[src/rtl/tmr_pkg.sv]
package tmr_pkg;
  localparam int W = 8;
  typedef enum logic [1:0] {
    M_13B    = 2'd0,
    M_16B    = 2'd1,
    M_RELOAD = 2'd2,
    M_SPLIT  = 2'd3
  } tmr_mode_e;
  localparam logic [2:0] A_MODE = 3'd0;
  localparam logic [2:0] A_CTRL = 3'd1;
  localparam logic [2:0] A_TL0  = 3'd2;
  localparam logic [2:0] A_TH0  = 3'd3;
  localparam logic [2:0] A_TL1  = 3'd4;
  localparam logic [2:0] A_TH1  = 3'd5;
endpackage

[src/rtl/tmr_mcycle.sv]
module tmr_mcycle #(
  parameter int DIV = 6,
  parameter int N   = 2
) (
  input  logic         clk_i,
  input  logic         rst_ni,
  input  logic [N-1:0] pin_i,
  output logic         tick_o,
  output logic [N-1:0] fall_o
);
  localparam int PW = (DIV > 1) ? $clog2(DIV) : 1;

  logic [PW-1:0] pre_q;
  logic [N-1:0]  samp_q, evt_q;

  assign tick_o = (pre_q == PW'(DIV - 1));
  assign fall_o = {N{tick_o}} & evt_q;

  always_ff @(posedge clk_i or negedge rst_ni) begin
    if (!rst_ni) begin
      pre_q  <= '0;
      samp_q <= '0;
      evt_q  <= '0;
    end else begin
      pre_q <= tick_o ? '0 : pre_q + 1'b1;
      if (tick_o) begin
        samp_q <= pin_i;
        evt_q  <= samp_q & ~pin_i; // acted on at the next tick
      end
    end
  end

  for (genvar k = 0; k < N; k++) begin : g_chk
    p_evt_low_sample_r3: assert property (@(posedge clk_i) disable iff (!rst_ni)
      evt_q[k] |-> !samp_q[k]);
  end
  p_tick_spacing_r2: assert property (@(posedge clk_i) disable iff (!rst_ni)
    tick_o |=> !tick_o);
endmodule

[src/rtl/tmr_chan.sv]
module tmr_chan
  import tmr_pkg::*;
#(
  parameter int PS_W = 5
) (
  input  logic         clk_i,
  input  logic         rst_ni,
  input  tmr_mode_e    mode_i,
  input  logic         step_lo_i,
  input  logic         step_hi_i,
  input  logic         wr_lo_i,
  input  logic         wr_hi_i,
  input  logic [W-1:0] wr_data_i,
  output logic [W-1:0] tl_o,
  output logic [W-1:0] th_o,
  output logic         ovf_lo_o,
  output logic         ovf_hi_o
);
  logic [W-1:0] tl_q, th_q, tl_d, th_d;
  logic lo_go, hi_go;

  assign lo_go = step_lo_i & ~wr_lo_i & ((mode_i == M_SPLIT) | ~wr_hi_i);
  assign hi_go = step_hi_i & ~wr_hi_i & (mode_i == M_SPLIT);

  always_comb begin
    tl_d     = tl_q;
    th_d     = th_q;
    ovf_lo_o = 1'b0;
    ovf_hi_o = 1'b0;
    case (mode_i)
      M_13B: if (lo_go) begin
        if (&tl_q[PS_W-1:0]) begin
          tl_d[PS_W-1:0] = '0;
          th_d           = th_q + 1'b1;
          ovf_lo_o       = &th_q;
        end else begin
          tl_d[PS_W-1:0] = tl_q[PS_W-1:0] + 1'b1;
        end
      end
      M_16B: if (lo_go) begin
        {th_d, tl_d} = {th_q, tl_q} + 1'b1;
        ovf_lo_o     = &{th_q, tl_q};
      end
      M_RELOAD: if (lo_go) begin
        if (&tl_q) begin
          tl_d     = th_q;
          ovf_lo_o = 1'b1;
        end else begin
          tl_d = tl_q + 1'b1;
        end
      end
      default: begin
        if (lo_go) begin
          tl_d     = tl_q + 1'b1;
          ovf_lo_o = &tl_q;
        end
        if (hi_go) begin
          th_d     = th_q + 1'b1;
          ovf_hi_o = &th_q;
        end
      end
    endcase
    if (wr_lo_i) tl_d = wr_data_i;
    if (wr_hi_i) th_d = wr_data_i;
  end

  always_ff @(posedge clk_i or negedge rst_ni) begin
    if (!rst_ni) begin
      tl_q <= '0;
      th_q <= '0;
    end else begin
      tl_q <= tl_d;
      th_q <= th_d;
    end
  end

  assign tl_o = tl_q;
  assign th_o = th_q;

  p_write_wins_r11: assert property (@(posedge clk_i) disable iff (!rst_ni)
    wr_lo_i |=> tl_q == $past(wr_data_i));
  p_reload_r7: assert property (@(posedge clk_i) disable iff (!rst_ni)
    (ovf_lo_o && mode_i == M_RELOAD) |=> tl_q == $past(th_q));
  p_wrap16_r6: assert property (@(posedge clk_i) disable iff (!rst_ni)
    (ovf_lo_o && mode_i == M_16B) |=> {th_q, tl_q} == '0);
endmodule

[src/rtl/tmr_pair.sv]
module tmr_pair
  import tmr_pkg::*;
#(
  parameter int MC_DIV = 6,
  parameter int PS_W   = 5
) (
  input  logic         clk_i,
  input  logic         rst_ni,
  input  logic         wr_en_i,
  input  logic [2:0]   wr_addr_i,
  input  logic [W-1:0] wr_data_i,
  input  logic [2:0]   rd_addr_i,
  output logic [W-1:0] rd_data_o,
  input  logic [1:0]   cnt_pin_i,
  input  logic [1:0]   gate_pin_i,
  output logic [1:0]   ovf_o,
  output logic [1:0]   tog_o
);
  localparam int NCH = 2;

  logic [W-1:0]     mode_q;
  logic [NCH-1:0]   run_q, ten_q, flag_q, tog_q;
  logic             tick, wr_ctrl;
  logic [NCH-1:0]   fall, step_lo, step_hi, ovf_lo, ovf_hi, set_ev;
  logic [W-1:0]     tl [NCH];
  logic [W-1:0]     th [NCH];

  assign wr_ctrl = wr_en_i & (wr_addr_i == A_CTRL);

  tmr_mcycle #(.DIV(MC_DIV), .N(NCH)) u_mcycle (
    .clk_i (clk_i),
    .rst_ni(rst_ni),
    .pin_i (cnt_pin_i),
    .tick_o(tick),
    .fall_o(fall)
  );

  for (genvar k = 0; k < NCH; k++) begin : g_ch
    tmr_mode_e mode;
    logic      ct, gate, en;
    assign mode = tmr_mode_e'(mode_q[4*k +: 2]);
    assign ct   = mode_q[4*k + 2];
    assign gate = mode_q[4*k + 3];
    assign en   = run_q[k] & (~gate | gate_pin_i[k]);
    if (k == 0) begin : g_lead
      assign step_lo[k] = en & (ct ? fall[k] : tick);
      assign step_hi[k] = run_q[1] & tick;
    end else begin : g_follow
      assign step_lo[k] = en & (ct ? fall[k] : tick) & (mode != M_SPLIT);
      assign step_hi[k] = 1'b0;
    end

    tmr_chan #(.PS_W(PS_W)) u_chan (
      .clk_i    (clk_i),
      .rst_ni   (rst_ni),
      .mode_i   (mode),
      .step_lo_i(step_lo[k]),
      .step_hi_i(step_hi[k]),
      .wr_lo_i  (wr_en_i && wr_addr_i == 3'(A_TL0 + 2*k)),
      .wr_hi_i  (wr_en_i && wr_addr_i == 3'(A_TH0 + 2*k)),
      .wr_data_i(wr_data_i),
      .tl_o     (tl[k]),
      .th_o     (th[k]),
      .ovf_lo_o (ovf_lo[k]),
      .ovf_hi_o (ovf_hi[k])
    );

    p_gate_blocks_r4: assert property (@(posedge clk_i) disable iff (!rst_ni)
      (gate && !gate_pin_i[k]) |-> !step_lo[k]);
    p_timer_rate_r2: assert property (@(posedge clk_i) disable iff (!rst_ni)
      (step_lo[k] && !ct) |=> !step_lo[k]);
    p_flag_sticky_r9: assert property (@(posedge clk_i) disable iff (!rst_ni)
      (flag_q[k] && !(wr_ctrl && !wr_data_i[4+k])) |=> flag_q[k]);
    p_toggle_cause_r10: assert property (@(posedge clk_i) disable iff (!rst_ni)
      (tog_q[k] != $past(tog_q[k])) |-> $past(set_ev[k] && ten_q[k]));
  end

  // split mode: upper half of channel 0 reports through flag 1
  assign set_ev[0] = ovf_lo[0];
  assign set_ev[1] = ovf_lo[1] | ovf_hi[1] | ((mode_q[1:0] == M_SPLIT) & ovf_hi[0]);

  always_ff @(posedge clk_i or negedge rst_ni) begin
    if (!rst_ni) begin
      mode_q <= '0;
      run_q  <= '0;
      ten_q  <= '0;
      flag_q <= '0;
      tog_q  <= '0;
    end else begin
      if (wr_en_i && wr_addr_i == A_MODE) mode_q <= wr_data_i;
      if (wr_ctrl) begin
        run_q <= wr_data_i[1:0];
        ten_q <= wr_data_i[3:2];
      end
      flag_q <= set_ev | (flag_q & ~({NCH{wr_ctrl}} & ~wr_data_i[5:4]));
      tog_q  <= tog_q ^ (set_ev & ten_q);
    end
  end

  always_comb begin
    case (rd_addr_i)
      A_MODE:  rd_data_o = mode_q;
      A_CTRL:  rd_data_o = {2'b00, flag_q, ten_q, run_q};
      A_TL0:   rd_data_o = tl[0];
      A_TH0:   rd_data_o = th[0];
      A_TL1:   rd_data_o = tl[1];
      A_TH1:   rd_data_o = th[1];
      default: rd_data_o = '0;
    endcase
  end

  assign ovf_o = flag_q;
  assign tog_o = tog_q;

  p_t1_hold_r8: assert property (@(posedge clk_i) disable iff (!rst_ni)
    (mode_q[5:4] == M_SPLIT && !(wr_en_i && (wr_addr_i == A_TL1 || wr_addr_i == A_TH1)))
      |=> ($stable(tl[1]) && $stable(th[1])));
endmodule

[config.mk]
export PLATFORM = sky130hd
export DESIGN_NAME = tmr_pair
export DESIGN_NICKNAME = d
export VERILOG_FILES = /design/src/rtl/tmr_pkg.sv /design/src/rtl/tmr_mcycle.sv /design/src/rtl/tmr_chan.sv /design/src/rtl/tmr_pair.sv
export SDC_FILE = /design/constraint.sdc
export NUM_CORES = 1
export LEC_CHECK = 0
export BUFFER_PORTS_ARGS = -buffer_cell sky130_fd_sc_hd__buf_2
export CORE_AREA = 2 2 104 106
export DETAILED_ROUTE_END_ITERATION = 12
export DIE_AREA = 0 0 106 108
export SYNTH_ARGS = -nofsm -noshare
export SYNTH_HDL_FRONTEND = slang
export SYNTH_SLANG_ARGS = --single-unit
[constraint.sdc]
create_clock -name clk_i -period 2.21 [get_ports clk_i]
set_input_delay 0.221 -clock clk_i [delete_from_list [all_inputs] [get_ports clk_i]]
set_output_delay 0.221 -clock clk_i [all_outputs]
set_load 0.1 [all_outputs]
==> reports/metrics.yaml <==
fin_crit_ns: 2.147
ys_seq_elements: 55
fin_skew_ns: 0.007857
worst_pin_slew_ns: 0.6286
place_ws_ns: 0.04167
worst-path-buf-inv: 3
grtUsageTotal: 0.2521
totalWireLength_mm: 13.78
fin_area_sq_mm: 0.004991
met1_usage: 0.3753
drive_gt1_frac: 0.2282
async_flop_share: 1.000
antenna_found_initial: 0
drtIter0Drc: 334
hold_violations: 0
worstSetupPathType: "flip-flop to flip-flop"
io_pins: 33
place.gp.congestion: 0.9505
syn2layout_area_growth_pct: 22.63
layout.nets: 574
synth-seq-area-share: 0.3381
h-tree-depth: 2
worst_hold_path_type: "input pin to flip-flop"
multi_input_area_sq_mm: 0.002609
powerDensity_mw_per_mm2: 876.2
dieArea_sq_mm: 0.01145
design.core.area_sq_mm: 0.01023
power_mw: 4.373
slowest_delay_ns: 0.45
die_x_um: 106
grt_max_degree: 34
max_freq_mhz: 465.9
portBuffers: 32
grt-ovfl-total: 0
die_height_um: 108
nFillCells: 979
seqCellArea_sq_mm: 0.001376
clock_latency_ns: 0.32
fin_crit_sh: 0.9713
first_global_vias: 3940
final_common_cell: "dfrtp_1"
start_kind: "flip-flop"
dp.cells: 664
syn_area_sq_mm: 0.004070
cp.required_ns: 2.45
path_cells: "inv_1 -> ha_1 -> buf_4 -> o21ai_1 -> buf_4 -> nand4_1 -> or4_1 -> a31oi_1"
vias: 4093
initial_utilization: 0.3978
drt_first_pass_iters: 5
use_met3: 0.04822
synthDistinctLibCells: 66
avgSynthCellArea_sq_um: 8.569
dp_hpwl_mm: 10.51
p_leak_nw: 2.092
path_delay_family: "simple AND/OR/NAND/NOR gates"
vias_per_cell: 6.064
busiest_layer: "met1"
wl_per_cell_um: 20.41
slew_headroom: 0.5777
outcome: "complete, no violations"
drc: 0
finish.utilization: 0.4878
drv_slew: 0
gr-usage-met2: 0.3705
cts_root_buf: "clkbuf_8"
layout_setup_ws_ns: 0.06344
grt_first_pass_wirelength_mm: 22.27
row_count: 37
yosys_warnings: 0
postRouteAntennaNets: 0
layout_common_cells: "55 x dfrtp_1, 51 x nand2_1, 48 x buf_4"
stdcell_count: 675
ys.flop_type: "dfrtp_1"
max-vdd-ir-drop_mv: 0.3950
setup_viol: 0
rsz0062_at_grt: "false"
cp.arrival_ns: 2.39
clk_pin_slew_ns: 0.11
clockBufferDepth: 2
cts_tree: "yes"
netlist_instances: 475
drv_cap: 0
antenna_cells: 0
synth-edff-count: 0
cp_common_cell: "buf_4"
placed_area_sq_mm: 0.004823
cts_buffers: 5
critPathSlowestCell: "dfrtp_1"
path_max_fanout: 9
crit_path_end_kind: "flip-flop"
cts_sinks: 55
syn_nets: 511
-- power breakdown --
group / internal (mW) / switching, mW
Clock: 0.345 / 0.377
Sequential: 1.24 / 0.313
Combinational: 0.878 / 1.22
Total: 2.46 / 1.91
-- flip-flops by register name, summed over array words and instances (netlist names) --
register and cells:
tog_o 2, run_q 2, g_ch.u_chan.tl_o 16, u_mcycle.pre_q 3
ovf_o 2, u_mcycle.samp_q 2, mode_q 8, g_ch.u_chan.th_o 16
u_mcycle.evt_q 2, ten_q 2
-- worst paths after layout --
check | from | endpoint | slack [ns] | cells after the start
max in group asynchronous | rst_ni | g_ch[1].u_chan.tl_o[6]$_DFFE_PN0P_ | 1.20 | 3
max | mode_q[1]$_DFFE_PN0P_ | g_ch[0].u_chan.th_o[6]$_DFFE_PN0P_ | 0.06 | 8
min | cnt_pin_i[0] | u_mcycle.samp_q[0]$_DFFE_PN0N_ | 0.10 | 3
max reg2reg | mode_q[1]$_DFFE_PN0P_ | g_ch[0].u_chan.th_o[6]$_DFFE_PN0P_ | 0.06 | 8
min reg2reg | tog_o[1]$_DFF_PN0_ | tog_o[1]$_DFF_PN0_ | 0.48 | 1
min in group asynchronous | rst_ni | g_ch[0].u_chan.th_o[0]$_DFFE_PN0P_ | 0.43 | 2
-- metal layers --
metal	wire [um]	up-vias
met1	6533	1984
met3	1086	23
met2	5857	155
met4	301	0
met5	0	-
li1	-	1931
-- cell type report --
cell class              count  area share
clock inverters             3    0.009526
clock buffers               5     0.01379
inverters                  17     0.01279
flip-flops and latches     55      0.2758
multi-input cells         377      0.5227
repair buffers             82      0.1314
well taps                 136     0.03409
-- tightest hold or removal path, cell delays in order --
cell and delay [ns]:
buf_2 0.08, nand2_1 0.04, nand2_1 0.05
-- cell families (layout without fill, tap and decap cells) --
group / Yosys count / after routing / synth area share
buf+inv: 43 / 107 / 0.04611
fa+ha+maj: 15 / 15 / 0.04611
compound gates: 148 / 148 / 0.2595
mux: 19 / 19 / 0.04949
xor+xnor: 7 / 7 / 0.01506
flops: 55 / 55 / 0.3381
simple gates: 188 / 188 / 0.2456
-- synth_stat cells, types with 5 or more instances --
library cell	instances	area share
or4_1	8	0.015
ha_1	15	0.046
buf_2	5	0.0061
and3_1	11	0.017
a221o_1	6	0.015
clkbuf_1	16	0.015
o22ai_1	7	0.011
nand2_1	51	0.047
mux2_2	9	0.025
a31oi_1	9	0.014
o31ai_1	8	0.015
nor3_1	10	0.012
nand3_1	22	0.027
nor3b_1	5	0.0092
a211oi_1	6	0.011
o21ai_0	43	0.053
nor2b_1	8	0.012
nand4_1	14	0.022
a21oi_1	18	0.022
dfrtp_1	55	0.34
a221oi_1	6	0.013
nand2b_1	9	0.014
a22oi_1	5	0.0092
mux2i_1	10	0.025
or3_1	5	0.0077
nor2_1	23	0.021
o211ai_1	6	0.011
inv_1	17	0.016
-- metrics by stage --
step / hold slack, ns / setup TNS, ns
after global routing: 0.1116 / 0
after global placement: 0.2618 / 0
after floorplan: -0.07459 / -0.4961
after detailed placement: 0.2738 / 0
final: 0.1037 / 0
after CTS: 0.09113 / 0
-- repair_timing --
item	4_1_cts	5_1_grt
setup buffers	0	2
setup endpoints to repair	1	13
gates cloned	0	0
gates resized for setup	1	8
hold endpoints to repair	22	0
hold buffers	1	0
Note: power is estimated with default switching activity, not from simulation.
